==> src/rtl/csc_pkg.sv <==
package csc_pkg;
  localparam int WORD_W = 32;
  localparam int BLK_W  = 128;
  localparam int WPB    = BLK_W / WORD_W;

  typedef struct packed {
    logic [1:0] chain;   // 00 ECB
    logic       undef;
    logic       reuse;
    logic       replay;
    logic       keygen;
    logic       decrypt;
  } mode_t;

  typedef enum logic [3:0] {
    S_IDLE, S_CNT, S_KEY, S_IV, S_LOAD, S_ISSUE, S_WAIT, S_PUSH, S_TRAIL, S_DONE
  } seq_st_t;

  function automatic seq_st_t after_key(mode_t m);
    return (m.chain == 2'b00) ? S_LOAD : S_IV;
  endfunction

  function automatic seq_st_t after_cnt(mode_t m);
    return m.reuse ? after_key(m) : S_KEY;
  endfunction

  function automatic logic trailer_on(mode_t m);
    return (m.chain == 2'b00) && !m.undef && (m.decrypt || m.replay);
  endfunction

  function automatic logic [2:0] ratio_mask(logic [1:0] r);
    logic [3:0] t;
    t = 4'd1 << r;
    return 3'(t - 4'd1);
  endfunction
endpackage

==> src/rtl/csc_word_fifo.sv <==
module csc_word_fifo #(
  parameter int W     = 32,
  parameter int DEPTH = 8,
  localparam int AW   = $clog2(DEPTH)
) (
  input  logic         clk,
  input  logic         rst_n,
  input  logic         flush,
  input  logic         push,
  input  logic [W-1:0] wdata,
  input  logic         pop,
  output logic [W-1:0] rdata,
  output logic         full,
  output logic         empty,
  output logic [AW:0]  count
);
  logic [W-1:0] mem [DEPTH];
  logic [AW-1:0] wp, rp;

  assign full  = (count == (AW+1)'(DEPTH));
  assign empty = (count == '0);
  assign rdata = mem[rp];

  always_ff @(posedge clk) begin
    if (!rst_n || flush) begin
      wp <= '0; rp <= '0; count <= '0;
    end else begin
      if (push) begin
        mem[wp] <= wdata;
        wp <= (wp == AW'(DEPTH-1)) ? '0 : wp + 1'b1;
      end
      if (pop) rp <= (rp == AW'(DEPTH-1)) ? '0 : rp + 1'b1;
      count <= count + (AW+1)'(push) - (AW+1)'(pop);
    end
  end

  AST_NO_OVERFLOW: assert property (@(posedge clk) disable iff (!rst_n)
    push |-> (!full || pop));
endmodule

==> src/rtl/csc_rate_div.sv <==
module csc_rate_div (
  input  logic       clk,
  input  logic       rst_n,
  input  logic [1:0] ratio,
  output logic       ce
);
  import csc_pkg::*;
  logic [2:0] cnt;
  always_ff @(posedge clk) begin
    if (!rst_n) cnt <= '0;
    else        cnt <= cnt + 3'd1;
  end
  assign ce = ((cnt & ratio_mask(ratio)) == 3'd0);
endmodule

==> src/rtl/csc_sequencer.sv <==
module csc_sequencer
  import csc_pkg::*;
#(
  parameter int OUT_DEPTH = 8,
  parameter int CNT_W     = 16,
  localparam int OCW      = $clog2(OUT_DEPTH) + 1
) (
  input  logic              clk,
  input  logic              rst_n,
  input  logic              go,
  input  logic              abort,
  input  mode_t             mode,
  input  logic              in_empty,
  input  logic [WORD_W-1:0] in_word,
  output logic              in_pop,
  input  logic [OCW-1:0]    out_count,
  input  logic              out_full,
  output logic              out_push,
  output logic [WORD_W-1:0] out_word,
  output logic              core_valid,
  input  logic              core_ready,
  output logic [BLK_W-1:0]  core_block,
  output logic [BLK_W-1:0]  core_key,
  output logic [BLK_W-1:0]  core_iv,
  output logic              core_first,
  input  logic              rsp_valid,
  input  logic [BLK_W-1:0]  rsp_block,
  output logic              done_evt
);
  seq_st_t st, nxt;
  logic [1:0]       widx;
  logic [CNT_W-1:0] cnt_q, done_q;
  logic [BLK_W-1:0] res_q;
  logic             finished, room, last_w;

  assign finished   = !mode.undef && (done_q == cnt_q);
  assign room       = (int'(out_count) <= OUT_DEPTH - WPB);
  assign last_w     = (widx == 2'(WPB-1));
  assign core_valid = (st == S_ISSUE) && room;

  always_comb begin
    nxt = st; in_pop = 1'b0; out_push = 1'b0; out_word = '0; done_evt = 1'b0;
    case (st)
      S_IDLE:  if (go) nxt = mode.undef ? after_cnt(mode) : S_CNT;
      S_CNT:   if (!in_empty) begin in_pop = 1'b1; nxt = after_cnt(mode); end
      S_KEY:   if (!in_empty) begin in_pop = 1'b1; if (last_w) nxt = after_key(mode); end
      S_IV:    if (!in_empty) begin in_pop = 1'b1; if (last_w) nxt = S_LOAD; end
      S_LOAD:
        if (finished) begin
          nxt = trailer_on(mode) ? S_TRAIL : S_DONE;
          done_evt = !trailer_on(mode);
        end else if (!in_empty) begin
          in_pop = 1'b1; if (last_w) nxt = S_ISSUE;
        end
      S_ISSUE: if (core_valid && core_ready) nxt = S_WAIT;
      S_WAIT:  if (rsp_valid) nxt = S_PUSH;
      S_PUSH: begin
        out_push = 1'b1;
        out_word = res_q[(WPB-1-int'(widx))*WORD_W +: WORD_W];
        if (last_w) nxt = S_LOAD;
      end
      S_TRAIL:
        if (!out_full) begin
          out_push = 1'b1;
          out_word = core_key[(WPB-1-int'(widx))*WORD_W +: WORD_W];
          if (last_w) begin nxt = S_DONE; done_evt = 1'b1; end
        end
      default: ;
    endcase
    if (abort) begin
      nxt = S_IDLE; in_pop = 1'b0; out_push = 1'b0; done_evt = 1'b0;
    end
  end

  always_ff @(posedge clk) begin
    if (!rst_n) begin
      st <= S_IDLE; widx <= '0; cnt_q <= '0; done_q <= '0; res_q <= '0;
      core_key <= '0; core_iv <= '0; core_block <= '0; core_first <= 1'b0;
    end else begin
      st <= nxt;
      if (nxt != st)                widx <= '0;
      else if (in_pop || out_push)  widx <= widx + 2'd1;
      if (go) begin done_q <= '0; core_first <= 1'b1; end
      if (in_pop) begin
        case (st)
          S_CNT:  cnt_q <= in_word[CNT_W-1:0];
          S_KEY:  core_key[(WPB-1-int'(widx))*WORD_W +: WORD_W] <= in_word;
          S_IV:   core_iv[(WPB-1-int'(widx))*WORD_W +: WORD_W] <= in_word;
          default: core_block[(WPB-1-int'(widx))*WORD_W +: WORD_W] <= in_word;
        endcase
      end
      if (core_valid && core_ready) core_first <= 1'b0;
      if (st == S_WAIT && rsp_valid) res_q <= rsp_block;
      if (st == S_PUSH && last_w && !abort) done_q <= done_q + 1'b1;
    end
  end

  AST_CORE_HOLD: assert property (@(posedge clk) disable iff (!rst_n)
    (core_valid && !core_ready && !abort) |=> (core_valid && $stable(core_block)));
  AST_DONE_DEFINED: assert property (@(posedge clk) disable iff (!rst_n)
    done_evt |-> !mode.undef);
endmodule

==> src/rtl/cipher_stream_ctrl.sv <==
module cipher_stream_ctrl
  import csc_pkg::*;
#(
  parameter int IN_DEPTH  = 8,
  parameter int OUT_DEPTH = 8,
  parameter int CNT_W     = 16
) (
  input  logic         clk,
  input  logic         rst_n,
  input  logic         bus_wr,
  input  logic         bus_rd,
  input  logic [4:0]   bus_addr,
  input  logic [31:0]  bus_wdata,
  output logic [31:0]  bus_rdata,
  output logic         irq,
  output logic         core_ce,
  output logic         core_valid,
  input  logic         core_ready,
  output logic [127:0] core_block,
  output logic [127:0] core_key,
  output logic [127:0] core_iv,
  output logic         core_first,
  output logic         core_decrypt,
  output logic         core_keygen,
  output logic [1:0]   core_mode,
  input  logic         rsp_valid,
  input  logic [127:0] rsp_block
);
  localparam int IAW = $clog2(IN_DEPTH) + 1;
  localparam int OAW = $clog2(OUT_DEPTH) + 1;
  localparam logic [2:0] A_CTL = 3'd0, A_IN = 3'd1, A_OUT = 3'd2, A_CAUSE = 3'd3, A_MODE = 3'd4;

  logic       start_q, ie_q;
  logic [1:0] ratio_q;
  mode_t      mode_q;
  logic [2:0] cause_q;
  logic [2:0] reg_sel;

  logic go, abort, in_push, ovf_evt, out_pop, unf_evt, done_evt;
  logic in_pop, in_full, in_empty, out_push, out_full, out_empty;
  logic [31:0] in_word, out_word, out_head;
  logic [IAW-1:0] in_count;
  logic [OAW-1:0] out_count;

  assign reg_sel = bus_addr[4:2];
  assign go      = bus_wr && reg_sel == A_CTL && !start_q && bus_wdata[0];
  assign abort   = bus_wr && reg_sel == A_CTL && start_q && !bus_wdata[0];
  assign in_push = bus_wr && reg_sel == A_IN && !in_full;
  assign ovf_evt = bus_wr && reg_sel == A_IN && in_full;
  assign out_pop = bus_rd && reg_sel == A_OUT && !out_empty;
  assign unf_evt = bus_rd && reg_sel == A_OUT && out_empty;

  always_ff @(posedge clk) begin
    if (!rst_n) begin
      start_q <= 1'b0; ie_q <= 1'b0; ratio_q <= '0; mode_q <= '0; cause_q <= '0;
    end else begin
      if (bus_wr && reg_sel == A_CTL) {ratio_q, ie_q, start_q} <= bus_wdata[3:0];
      if (bus_wr && reg_sel == A_MODE) mode_q <= mode_t'(bus_wdata[6:0]);
      cause_q <= ((bus_wr && reg_sel == A_CAUSE) ? (cause_q & bus_wdata[2:0]) : cause_q)
                 | {unf_evt, ovf_evt, done_evt};
    end
  end

  assign irq          = ie_q && (cause_q != 3'b000);
  assign core_decrypt = mode_q.decrypt;
  assign core_keygen  = mode_q.keygen;
  assign core_mode    = mode_q.chain;

  always_comb begin
    case (reg_sel)
      A_CTL:   bus_rdata = {26'd0, !in_full, !out_empty, ratio_q, ie_q, start_q};
      A_OUT:   bus_rdata = out_empty ? 32'd0 : out_head;
      A_CAUSE: bus_rdata = {29'd0, cause_q};
      A_MODE:  bus_rdata = {25'd0, mode_q};
      default: bus_rdata = 32'd0;
    endcase
  end

  csc_word_fifo #(.W(32), .DEPTH(IN_DEPTH)) u_in (
    .clk(clk), .rst_n(rst_n), .flush(abort), .push(in_push), .wdata(bus_wdata),
    .pop(in_pop), .rdata(in_word), .full(in_full), .empty(in_empty), .count(in_count));

  csc_word_fifo #(.W(32), .DEPTH(OUT_DEPTH)) u_out (
    .clk(clk), .rst_n(rst_n), .flush(abort), .push(out_push), .wdata(out_word),
    .pop(out_pop), .rdata(out_head), .full(out_full), .empty(out_empty), .count(out_count));

  csc_rate_div u_div (.clk(clk), .rst_n(rst_n), .ratio(ratio_q), .ce(core_ce));

  csc_sequencer #(.OUT_DEPTH(OUT_DEPTH), .CNT_W(CNT_W)) u_seq (
    .clk(clk), .rst_n(rst_n), .go(go), .abort(abort), .mode(mode_q),
    .in_empty(in_empty), .in_word(in_word), .in_pop(in_pop),
    .out_count(out_count), .out_full(out_full), .out_push(out_push), .out_word(out_word),
    .core_valid(core_valid), .core_ready(core_ready), .core_block(core_block),
    .core_key(core_key), .core_iv(core_iv), .core_first(core_first),
    .rsp_valid(rsp_valid), .rsp_block(rsp_block), .done_evt(done_evt));

  AST_UNDERFLOW_ZERO: assert property (@(posedge clk) disable iff (!rst_n)
    (bus_rd && reg_sel == A_OUT && out_empty) |-> (bus_rdata == 32'd0));
  AST_ABORT_FLUSH: assert property (@(posedge clk) disable iff (!rst_n)
    abort |=> (in_empty && out_empty));
  AST_OVF_CAUSE: assert property (@(posedge clk) disable iff (!rst_n)
    (bus_wr && reg_sel == A_IN && in_count == IAW'(IN_DEPTH)) |=> cause_q[1]);
endmodule

==> config.mk <==
export PLATFORM = sky130hd
export DESIGN_NAME = cipher_stream_ctrl
export DESIGN_NICKNAME = d
export VERILOG_FILES = /design/src/rtl/csc_pkg.sv /design/src/rtl/csc_word_fifo.sv /design/src/rtl/csc_rate_div.sv /design/src/rtl/csc_sequencer.sv /design/src/rtl/cipher_stream_ctrl.sv
export SDC_FILE = /design/constraint.sdc
export NUM_CORES = 2
export LEC_CHECK = 0
export BUFFER_PORTS_ARGS = -buffer_cell sky130_fd_sc_hd__buf_2
export CAP_MARGIN = 20
export CORE_MARGIN = 3
export CORE_UTILIZATION = 58
export CTS_CLUSTER_DIAMETER = 120
export CTS_CLUSTER_SIZE = 16
export DETAILED_ROUTE_END_ITERATION = 10
export MAX_ROUTING_LAYER = met4
export PLACE_DENSITY_LB_ADDON = 0.15
export SLEW_MARGIN = 20
export SYNTH_ARGS = -nofsm -noshare
export SYNTH_HDL_FRONTEND = slang
export SYNTH_HIERARCHICAL = 1
export SYNTH_SLANG_ARGS = --single-unit
==> constraint.sdc <==
create_clock -name clk -period 5.4 [get_ports clk]
set_input_delay 0.81 -clock clk [delete_from_list [all_inputs] [get_ports clk]]
set_output_delay 0.81 -clock clk [all_outputs]
set_load 0.1 [all_outputs]
==> reports/results.ini <==
[die]
dieHeight_um=290
die_area_sq_um=84000
die_w_um=290
io_pins=595
row_count=103
core_area_sq_um=79400
initial_core_util_pct=58.8

[yosys]
synth-simple-area-share_pct=12.9
synth_seq_cells=1106
async_flop_share_pct=0
synth_top_area_share_pct=32.9
synth_area_per_cell_sq_um=12.4
synth_top_family_by_area=simple AND/OR/NAND/NOR gates
synth-compound-area-share_pct=11.3
synth_fa_ha_area_share_pct=0.809
yosysWarnings=6
synth_edf_count=512
synthTopCellsByArea=edfxtp_1, dfxtp_1, mux4_2, a21boi_0, nand2_1
synth_xor_area_share_pct=0.431
muxShareOfSynthArea_pct=12.1
syn-num-nets=3963
yosysMostFrequentCell=nand2_1
yosys.area.top_type=edfxtp_1
syn_area_sq_um=46700
synth.distinct_cells=83
ys_seq_area_share_pct=58.4
synthCells=3763
synth_common_cells=nand2_1, dfxtp_1, edfxtp_1
synth-main-ff-cell=dfxtp_1

[layout]
nets=4367
area_growth_pct=11.7
instances_no_fill=5284
fillers=6028
layout-drive-gt1-share_pct=26.5
final_core_util_pct=65.7

[timing]
holdWs_ps=412
setup_viol=0
grt_setup_unrepaired=no
tns_ps=0
max-slew-margin-rel_pct=28.2
fin_crit_ps=4140
setup_slack_ps=1260
clock_skew_ps=34.4
worst_pin_slew_ps=1080
maxSlewViolCount=0
max_freq_mhz=241
finalCritPeriodShare_pct=76.7
hold_violations=0

[setup_path]
crit_arrival_ps=3330
critical_path_class=flop to output pin
critPathSlowestCell=dfxtp_4
slowest_delay_ps=930
cp_num_buf_inv=2
endpoint_kind=output pin
path_cells=buf_4 > mux4_1 > mux2_2 > and2_1 > buf_2
reg2reg_slack_ps=1790
startpoint_type=flop
path_delay_family=flip-flops
crit_required_ps=4590
cp_max_fo=49

[power]
powerDensity_nw_per_um2=285
leakagePower_nw=17.7
vdd_ir_drop_max_mv=0.249

[job]
cap_viol_max_count=0

[detailed_routing]
drt-total-wl_um=139000
drt_iter0_drc=3308
vias=32100
drc=0
ant_nets=0
avgRoutedWirePerCell_um=26.3
drt_first_pass_iters=6
viasPerCell=6.08

[clocking]
root_buffer=clkbuf_16
cts_tree=done
cts.reportedPaths.clkPinSlew_ps=70
ctsHoldBuffers=0
cts_sinks=1106
clockBufferDepth=3
clk_latency_ps=640
cts_setup_buffers=0
cts_resized=0
htreeDepth=3
cts_buffers=79

[global_route]
grt_use_met1_pct=43.1
use_met3_pct=8.63
grt_use_total_pct=33.1
met2_usage_pct=49.4
grt_pass1_vias=30400
grt_busiest_layer=met2
grt_max_degree=221
overflow=0
grt_pass1_wl_um=199000
antenna_found_initial=23

[run_status]
status=finished, final reports clean

[placed_design]
dp.cells=5136
dpl_worst_slack_ps=1570
dpl.hpwl_um=89500
routabilityCongestion=0.884
io_buffers=592

[min_path]
hold_class=primary input to flop

[routing by layer]
layer | routed length [um] | vias to the layer above
met1 | 54800 | 16000
met3 | 13700 | 284
met5 | 0 | -
met2 | 64200 | 1451
li1 | - | 14400
met4 | 6410 | 0
[final timing paths]
check                 startpoint                    to  depth (start not counted)
max                         flop         bus_rdata[12]                          5
min                rsp_block[24]       u_seq/res_q[24]                          3
max reg2reg        u_seq/widx[0]  u_seq/core_block[20]                          6
min reg2reg  u_seq/core_block[2]   u_seq/core_block[2]                          2
[flip-flops by register name, indices dropped and copies added (netlist names), 3 cells and up, named ones only]
signal            flops
u_div/cnt             3
u_seq/core_iv       128
cause_q               3
u_out/wp              3
u_in/count            4
u_seq/core_key      128
u_out/count           4
u_in/rp               3
u_in/mem            256
u_in/wp               3
u_seq/core_block    128
u_seq/cnt_q          16
u_seq/res_q         128
u_seq/st              4
u_out/mem           256
u_out/rp              3
u_seq/done_q         16
mode_q                3
[layout by cell type, fill, tap and decap left out, drive strengths merged, types with 26 or more instances in the layout]
cell type / netlist / final
nand2: 688 / 688
buf: 144 / 654
dfxtp: 594 / 594
a21boi: 518 / 518
edfxtp: 512 / 512
nand3: 403 / 403
mux4: 192 / 192
clkbuf: 185 / 124
mux2: 66 / 66
nor2: 54 / 54
and2: 48 / 48
a22o: 34 / 34
o21ai: 30 / 30
mux2i: 29 / 29
nor2b: 29 / 29
ha: 27 / 27
inv: 24 / 26
[through the flow]
stage | total power [mW] | cell area, sq um
floorplan | 9.23 | 46700
global placement | 9.41 | 49900
detailed placement | 9.41 | 49900
CTS | 14.9 | 52100
global route | 15.2 | 52200
finish | 14.8 | 52200
[kinds of logic after synthesis]
logic type | count (synthesis)
xor+xnor | 23
buf+inv | 355
compound gates | 650
flops | 1106
mux | 287
simple gates | 1313
fa+ha+maj | 29
[where the power goes]
part / internal [mW] / switching (mW)
registers: 8.72 / 0.0168
logic: 0.171 / 0.312
clock network: 2.79 / 2.83
total: 11.7 / 3.16
[cell type report]
cell class | count | area (sq um) | share of cell area [%]
clock buffers | 124 | 2190 | 4.20
clock inverters | 5 | 60.1 | 0.115
flip-flops and latches | 1106 | 27300 | 52.3
inverters | 24 | 90.1 | 0.173
multi-input cells | 2302 | 17700 | 33.9
diodes | 19 | 47.5 | 0.0912
repair buffers | 654 | 3500 | 6.71
well taps | 1050 | 1310 | 2.52
[worst reg2reg max path: cells and delay by family (launching register included)]
family	cells	cell delay, ps
AO/OA/AOI/OAI	1	230
AND/OR/NAND/NOR	3	1060
flip-flops	1	980
adder cells (fa/ha/maj)	1	700
buffers and inverters	1	560
Note: power is estimated with default switching activity, not from simulation.
